===== src/rtl/biquad_pkg.sv =====
package biquad_pkg;
  parameter int DATA_W  = 16;               // sample and coefficient width
  parameter int FRAC_W  = 14;               // fraction bits (one = 1 << FRAC_W)
  parameter int ACC_W   = 32;               // accumulator width
  parameter int MAX_SEC = 2;                // sections available
  parameter int TAPS    = 5;                // coefficients per section
  parameter int NCOEF   = TAPS * MAX_SEC;
  parameter int NSTATE  = 2 * MAX_SEC + 2;
  parameter int CIDX_W  = $clog2(NCOEF + 1);
  parameter int SIDX_W  = $clog2(NSTATE + 1);
  parameter int SEC_W   = (MAX_SEC > 1) ? $clog2(MAX_SEC) : 1;

  // strobes from the sequencer to the datapath
  typedef struct packed {
    logic              latchIn;   // capture inData as section input
    logic              accEn;     // update accumulator
    logic              accClear;  // start a new sum
    logic              useInput;  // multiply by section input, not history
    logic              shiftEn;   // push section input into history pair
    logic              loadIn;    // section result becomes next input
    logic [CIDX_W-1:0] coefIdx;
    logic [SIDX_W-1:0] dataIdx;
  } ctl_t;
endpackage


===== src/rtl/biquad_ctrl.sv =====
module biquad_ctrl
  import biquad_pkg::*;
(
  input  logic clk,
  input  logic rst,
  input  logic inValid,
  input  logic twoSection,
  output logic inReady,
  output logic outValid,
  output ctl_t ctl
);
  typedef enum logic [3:0] {
    IDLE, TAP0, TAP1, TAP2, PUSH_IN, TAP3, TAP4, PUSH_OUT, EMIT
  } state_t;

  state_t            state, stateNext;
  logic [CIDX_W-1:0] coefPtr;
  logic [SIDX_W-1:0] dataPtr;
  logic [SEC_W-1:0]  secIdx;
  logic              twoLat;
  logic              accept;
  logic              lastSec;

  assign accept   = inValid && (state == IDLE);
  assign lastSec  = (secIdx == SEC_W'(twoLat));
  assign inReady  = (state == IDLE);
  assign outValid = (state == EMIT);

  always_comb begin
    ctl         = '0;
    ctl.coefIdx = coefPtr;
    ctl.dataIdx = dataPtr;
    ctl.latchIn = accept;
    stateNext   = state;
    case (state)
      IDLE:     if (accept) stateNext = TAP0;
      TAP0: begin
        ctl.accEn    = 1'b1;
        ctl.accClear = 1'b1;
        ctl.useInput = 1'b1;
        stateNext    = TAP1;
      end
      TAP1: begin ctl.accEn = 1'b1; stateNext = TAP2;    end
      TAP2: begin ctl.accEn = 1'b1; stateNext = PUSH_IN; end
      PUSH_IN: begin ctl.shiftEn = 1'b1; stateNext = TAP3; end
      TAP3: begin ctl.accEn = 1'b1; stateNext = TAP4;    end
      TAP4: begin
        ctl.accEn  = 1'b1;
        ctl.loadIn = 1'b1;
        stateNext  = lastSec ? PUSH_OUT : TAP0;
      end
      PUSH_OUT: begin ctl.shiftEn = 1'b1; stateNext = EMIT; end
      EMIT:     stateNext = IDLE;
      default:  stateNext = IDLE;
    endcase
  end

  always_ff @(posedge clk) begin
    if (rst) begin
      state   <= IDLE;
      coefPtr <= '0;
      dataPtr <= '0;
      secIdx  <= '0;
      twoLat  <= 1'b0;
    end else begin
      state <= stateNext;
      case (state)
        IDLE: if (accept) begin
          coefPtr <= '0;
          dataPtr <= '0;
          secIdx  <= '0;
          twoLat  <= twoSection;
        end
        TAP0: coefPtr <= coefPtr + CIDX_W'(1);
        TAP1, TAP3: begin
          coefPtr <= coefPtr + CIDX_W'(1);
          dataPtr <= dataPtr + SIDX_W'(1);
        end
        TAP2: begin
          coefPtr <= coefPtr + CIDX_W'(1);
          dataPtr <= dataPtr - SIDX_W'(1);
        end
        TAP4: begin
          coefPtr <= coefPtr + CIDX_W'(1);
          dataPtr <= dataPtr - SIDX_W'(1);
          if (!lastSec) secIdx <= secIdx + SEC_W'(1);
        end
        PUSH_IN, PUSH_OUT: dataPtr <= dataPtr + SIDX_W'(2);
        default: ;
      endcase
    end
  end
endmodule


===== src/rtl/biquad_datapath.sv =====
module biquad_datapath
  import biquad_pkg::*;
(
  input  logic              clk,
  input  logic              rst,
  input  ctl_t              ctl,
  input  logic [DATA_W-1:0] inData,
  input  logic              coefWe,
  input  logic [CIDX_W-1:0] coefAddr,
  input  logic [DATA_W-1:0] coefData,
  output logic [DATA_W-1:0] outData
);
  logic [DATA_W-1:0] coefMem  [NCOEF];
  logic [DATA_W-1:0] stateMem [NSTATE];

  logic [DATA_W-1:0]          curIn, coefWord, stateWord;
  logic signed [DATA_W-1:0]   opA, opB;
  logic signed [2*DATA_W-1:0] product;
  logic signed [ACC_W-1:0]    scaled, acc, accNext;
  logic [SIDX_W-1:0]          pairIdx;

  assign coefWord  = (ctl.coefIdx < CIDX_W'(NCOEF)) ? coefMem[ctl.coefIdx] : '0;
  assign stateWord = (ctl.dataIdx < SIDX_W'(NSTATE)) ? stateMem[ctl.dataIdx] : '0;
  assign pairIdx   = ctl.dataIdx + SIDX_W'(1);

  // one shared multiplier, product scaled back to Q2.14 by flooring shift
  assign opA     = coefWord;
  assign opB     = ctl.useInput ? curIn : stateWord;
  assign product = opA * opB;
  assign scaled  = ACC_W'(product >>> FRAC_W);
  assign accNext = ctl.accClear ? scaled : acc + scaled;

  assign outData = curIn;

  always_ff @(posedge clk) begin
    if (rst) begin
      acc   <= '0;
      curIn <= '0;
      for (int i = 0; i < NCOEF; i++)  coefMem[i]  <= '0;
      for (int i = 0; i < NSTATE; i++) stateMem[i] <= '0;
    end else begin
      if (ctl.accEn) acc <= accNext;
      if (ctl.latchIn)     curIn <= inData;
      else if (ctl.loadIn) curIn <= accNext[DATA_W-1:0];
      if (coefWe && (coefAddr < CIDX_W'(NCOEF))) coefMem[coefAddr] <= coefData;
      // history pair shift: newest takes the input, older takes old newest
      for (int i = 0; i < NSTATE; i++) begin
        if (ctl.shiftEn && (ctl.dataIdx == SIDX_W'(i)))  stateMem[i] <= curIn;
        else if (ctl.shiftEn && (pairIdx == SIDX_W'(i))) stateMem[i] <= stateWord;
      end
    end
  end
endmodule


===== src/rtl/biquad_engine.sv =====
module biquad_engine
  import biquad_pkg::*;
(
  input  logic              clk,
  input  logic              rst,
  input  logic              inValid,
  output logic              inReady,
  input  logic [DATA_W-1:0] inData,
  input  logic              twoSection,
  output logic              outValid,
  output logic [DATA_W-1:0] outData,
  input  logic              coefWe,
  input  logic [CIDX_W-1:0] coefAddr,
  input  logic [DATA_W-1:0] coefData
);
  ctl_t ctl;

  biquad_ctrl u_ctrl (
    .clk       (clk),
    .rst       (rst),
    .inValid   (inValid),
    .twoSection(twoSection),
    .inReady   (inReady),
    .outValid  (outValid),
    .ctl       (ctl)
  );

  biquad_datapath u_dp (
    .clk     (clk),
    .rst     (rst),
    .ctl     (ctl),
    .inData  (inData),
    .coefWe  (coefWe),
    .coefAddr(coefAddr),
    .coefData(coefData),
    .outData (outData)
  );
endmodule


===== config.mk =====
export PLATFORM = sky130hd
export DESIGN_NAME = biquad_engine
export DESIGN_NICKNAME = d
export VERILOG_FILES = /design/src/rtl/biquad_pkg.sv /design/src/rtl/biquad_ctrl.sv /design/src/rtl/biquad_datapath.sv /design/src/rtl/biquad_engine.sv
export SDC_FILE = /design/constraint.sdc
export NUM_CORES = 1
export LEC_CHECK = 0
export BUFFER_PORTS_ARGS = -buffer_cell sky130_fd_sc_hd__buf_2
export CORE_MARGIN = 2
export CORE_UTILIZATION = 51
export CTS_CLUSTER_DIAMETER = 80
export DETAILED_ROUTE_END_ITERATION = 12
export MAX_ROUTING_LAYER = met4
export PLACE_DENSITY_LB_ADDON = 0.2
export SYNTH_ARGS = -nofsm -noshare
export SYNTH_HDL_FRONTEND = slang
export SYNTH_SLANG_ARGS = --single-unit

===== constraint.sdc =====
create_clock -name clk -period 26.7 [get_ports clk]
set_input_delay 1.335 -clock clk [delete_from_list [all_inputs] [get_ports clk]]
set_output_delay 1.335 -clock clk [all_outputs]
set_load 0.1 [all_outputs]

==> impl_results.md <==
* Req. time, crit path at 27.23 ns
* Most frequent CP cell: fa_1
* Register area share after synthesis at 0.415
* Synth-to-layout area growth at 9.93%
* WP data arrival at 11.80 ns
* Largest net degree at the start of global routing at 61
* Asr flop ratio synth at 0
* TNS Setup at 0 ns
* Max Slew Vio Count at 0
* Reg2Reg Depth at 33
* Slowest-stage cell, CP: buf_4
* Clk_lat worst skew at 0.61 ns
* Critical Path Sink: u_dp.outData[15]$_SDFFE_PP0P_
* Post-DP Area at 0.0293 mm^2
* EDFF count, synth at roughly 350
* Post-route design area at about 0.031 mm^2
* Minimum clock period at roughly 11 ns
* PostCTS Resize Cnt at 0
* DR WL/cell at 21.6 um
* Core box area at 0.0540 mm^2
* Max-cap violation count at 0
* N_diodes at 0
* Fmax at ~89 MHz
* R2R setup slack at 15.42 ns
* Post-synthesis register bit count at 404
* Initial Utilization at 0.518
* Period Utilization, post-route at 0.422
* Final Hold Viols at 0
* Slew at the pin closest to its max-slew limit at 1.22 ns
* Fin nets at 2931
* Htree depth at 2
* RSZ-0062 raised after global routing: false
* Reg2reg end: u_dp.outData[15]$_SDFFE_PP0P_
* HPWL Detailed at between 50000 and 60000 um
* Clk sinks at 404
* Vias per inst at 5.73
* Total grt overflow at 0
* WS Path Type: flop to flop
* GRT Overall Usage at 0.264
* Cells after synthesis at 2439
* Clock Skews at 0.0675 ns
* DRT antenna net count at 0
* Netlist cell types at 80
* Routed WL at 70700 um
* Share of post-route cells with drive strength above 1 at 0.117
* Number of global-route vias before repair at 19800
* CTS clk-pin slew, worst paths at roughly 0.070 ns
* Clk root buf: clkbuf_16
* Routability congestion estimate at between 0.9 and 1
* Ys flop type: edfxtp_1
* Postcts setup bufs at 0
* DR iter-0 viols at 1501
* Vias post-DR at ~19000
* Io pins at 59
* Remaining DRCs at 0
* First-pass GRT wire length at 111000 um
* Avg Inst Size Synth at 11.5 um^2
* Die span in x at 238 um
* CTS max path bufs at 3
* Synthesized area at approximately 0.028 mm^2
* Drt pass-1 iters at 6
* CTS tree: yes
* Port Buffers at 58
* Crit path launch type: flop
* Die H at about 240 um
* Slew headroom at 0.181
* Hold Crit Class: flop to flop
* Die Area at between 0.05 and 0.06 mm^2
* Initial antenna violation count at 0
* Num CTS Buffers at 44
* Status: finished, final reports clean
* Row cnt at 85
* Max FO, Critical Path at 54
* Ys Warns at 0
* Hold_buf cts at 0
* Worst setup EP type: flop
* Final Setup Violations at 0
* Crit-path max cell delay at 0.82 ns
## through the flow
step	cells	hold WS [ns]	utilization	setup slack (ns)
global placement	3188	0.450	0.542	15.63
CTS	3270	0.463	0.569	15.37
floorplan	2534	0.436	-	16.42
detailed placement	3188	0.452	0.542	15.41
global route	3270	0.502	0.569	14.35
finish	3270	0.458	0.569	15.42
## worst max-delay path, delay by kind of cell, from the launching register on
kind                       cells  cell delay (ns)
buffers and inverters          5             1.01
muxes                          3             1.47
DFF                            1             0.60
and+or+nand+nor                6             1.49
AOI/OAI and AO/OA              9             2.33
xor gates and xnor gates       2             0.60
adders and majority gates      8             3.61
## how the worst min path moves through the flow
stage	from	end	cells after the start
finish	u_dp.acc[2]$_SDFFE_PP0N_	u_dp.acc[2]$_SDFFE_PP0N_	2
global route	u_dp.acc[2]$_SDFFE_PP0N_	u_dp.acc[2]$_SDFFE_PP0N_	2
CTS	u_dp.acc[2]$_SDFFE_PP0N_	u_dp.acc[2]$_SDFFE_PP0N_	2
detailed placement	u_dp.acc[2]$_SDFFE_PP0N_	u_dp.acc[2]$_SDFFE_PP0N_	2
global placement	u_dp.acc[2]$_SDFFE_PP0N_	u_dp.acc[2]$_SDFFE_PP0N_	2
floorplan	u_dp.acc[2]$_SDFFE_PP0N_	u_dp.acc[2]$_SDFFE_PP0N_	2
## metal layers
metal | global-route usage | wire length (um) | vias to the layer above
met5 | - | 0 | -
met4 | 0.0930 | 2550 | 0
met3 | 0.0288 | 3780 | 166
met2 | 0.458 | 36700 | 662
met1 | 0.323 | 27700 | 9480
li1 | - | - | 8440
## layout make-up
| cell class | instances | area (um^2) |
|---|---|---|
| Fill cell | 4555 | 23300 |
| Multi-Input combinational cell | 1672 | 15000 |
| Sequential cell | 404 | 11600 |
| Inverter | 317 | 1190 |
| Clock buffer | 55 | 1150 |
| Tap cell | 696 | 871 |
| Timing Repair Buffer | 99 | 598 |
| Clock inverter | 27 | 327 |
## registers in the layout (all words and copies together) (netlist names), named ones only
| name | count |
|---|---|
| u_ctrl.twoLat | 1 |
| u_dp.outData | 16 |
| u_ctrl.secIdx | 1 |
| u_ctrl.coefPtr | 4 |
| u_ctrl.dataPtr | 3 |
| u_dp.coefMem | 256 |
| u_dp.acc | 16 |
| u_ctrl.state | 4 |
| u_dp.stateMem | 96 |
## cell families (layout without fill, tap and decap cells)
kind of cell             Yosys count  after routing  share of synthesized area
AO/OA/AOI/OAI                    310            310                     0.0825
XOR/XNOR                          47             47                     0.0155
AND/OR/NAND/NOR                  729            729                      0.114
other                              1             96                   0.000134
adder cells (fa/ha/maj)          352            352                      0.224
multiplexers                     138            138                     0.0857
flip-flops                       404            404                      0.415
buffers and inverters            458            498                     0.0630
## cell usage after synthesis (26+ instances only)
| library cell | count | area, um^2 |
|---|---|---|
| a211oi_1 | 26 | 195 |
| a21oi_1 | 53 | 265 |
| a22o_1 | 75 | 657 |
| clkbuf_1 | 106 | 398 |
| dfxtp_1 | 52 | 1040 |
| edfxtp_1 | 352 | 10600 |
| fa_1 | 248 | 4960 |
| ha_1 | 104 | 1300 |
| inv_1 | 316 | 1190 |
| mux2i_1 | 47 | 470 |
| mux4_2 | 80 | 1800 |
| nand2_1 | 221 | 830 |
| nand2b_1 | 28 | 175 |
| nand3_1 | 33 | 165 |
| nor2_1 | 323 | 1210 |
| nor2b_1 | 28 | 175 |
| o21ai_0 | 40 | 200 |
| xnor2_1 | 26 | 228 |
## cell usage in the layout, fill, tap and decap left out, types with 9 or more instances in the layout
cell type,Yosys,layout
a211oi_1,26,25
dfxtp_1,52,49
clkbuf_16,0,44
o21ai_0,40,39
nand4_1,10,10
buf_4,4,41
nor3_1,18,17
or2_2,11,11
and2_1,16,16
nand2b_1,28,28
clkinv_1,1,12
mux2i_1,47,47
mux4_2,80,80
a22o_1,75,75
edfxtp_1,352,352
a22oi_1,21,21
fa_1,248,248
conb_1,1,96
xnor2_1,26,26
o221a_2,15,15
buf_2,10,58
o21a_1,9,9
nand3_1,33,33
nor2b_1,28,28
nand2_1,221,221
inv_1,316,316
mux2_2,11,11
clkbuf_1,106,10
xor2_1,19,19
a21oi_1,53,53
ha_1,104,104
nor2_1,323,321
a21o_1,23,23
Power is left out: the tool's default activity adds up to more than one toggle a clock period on the data nets, which glitch-free logic cannot reach.
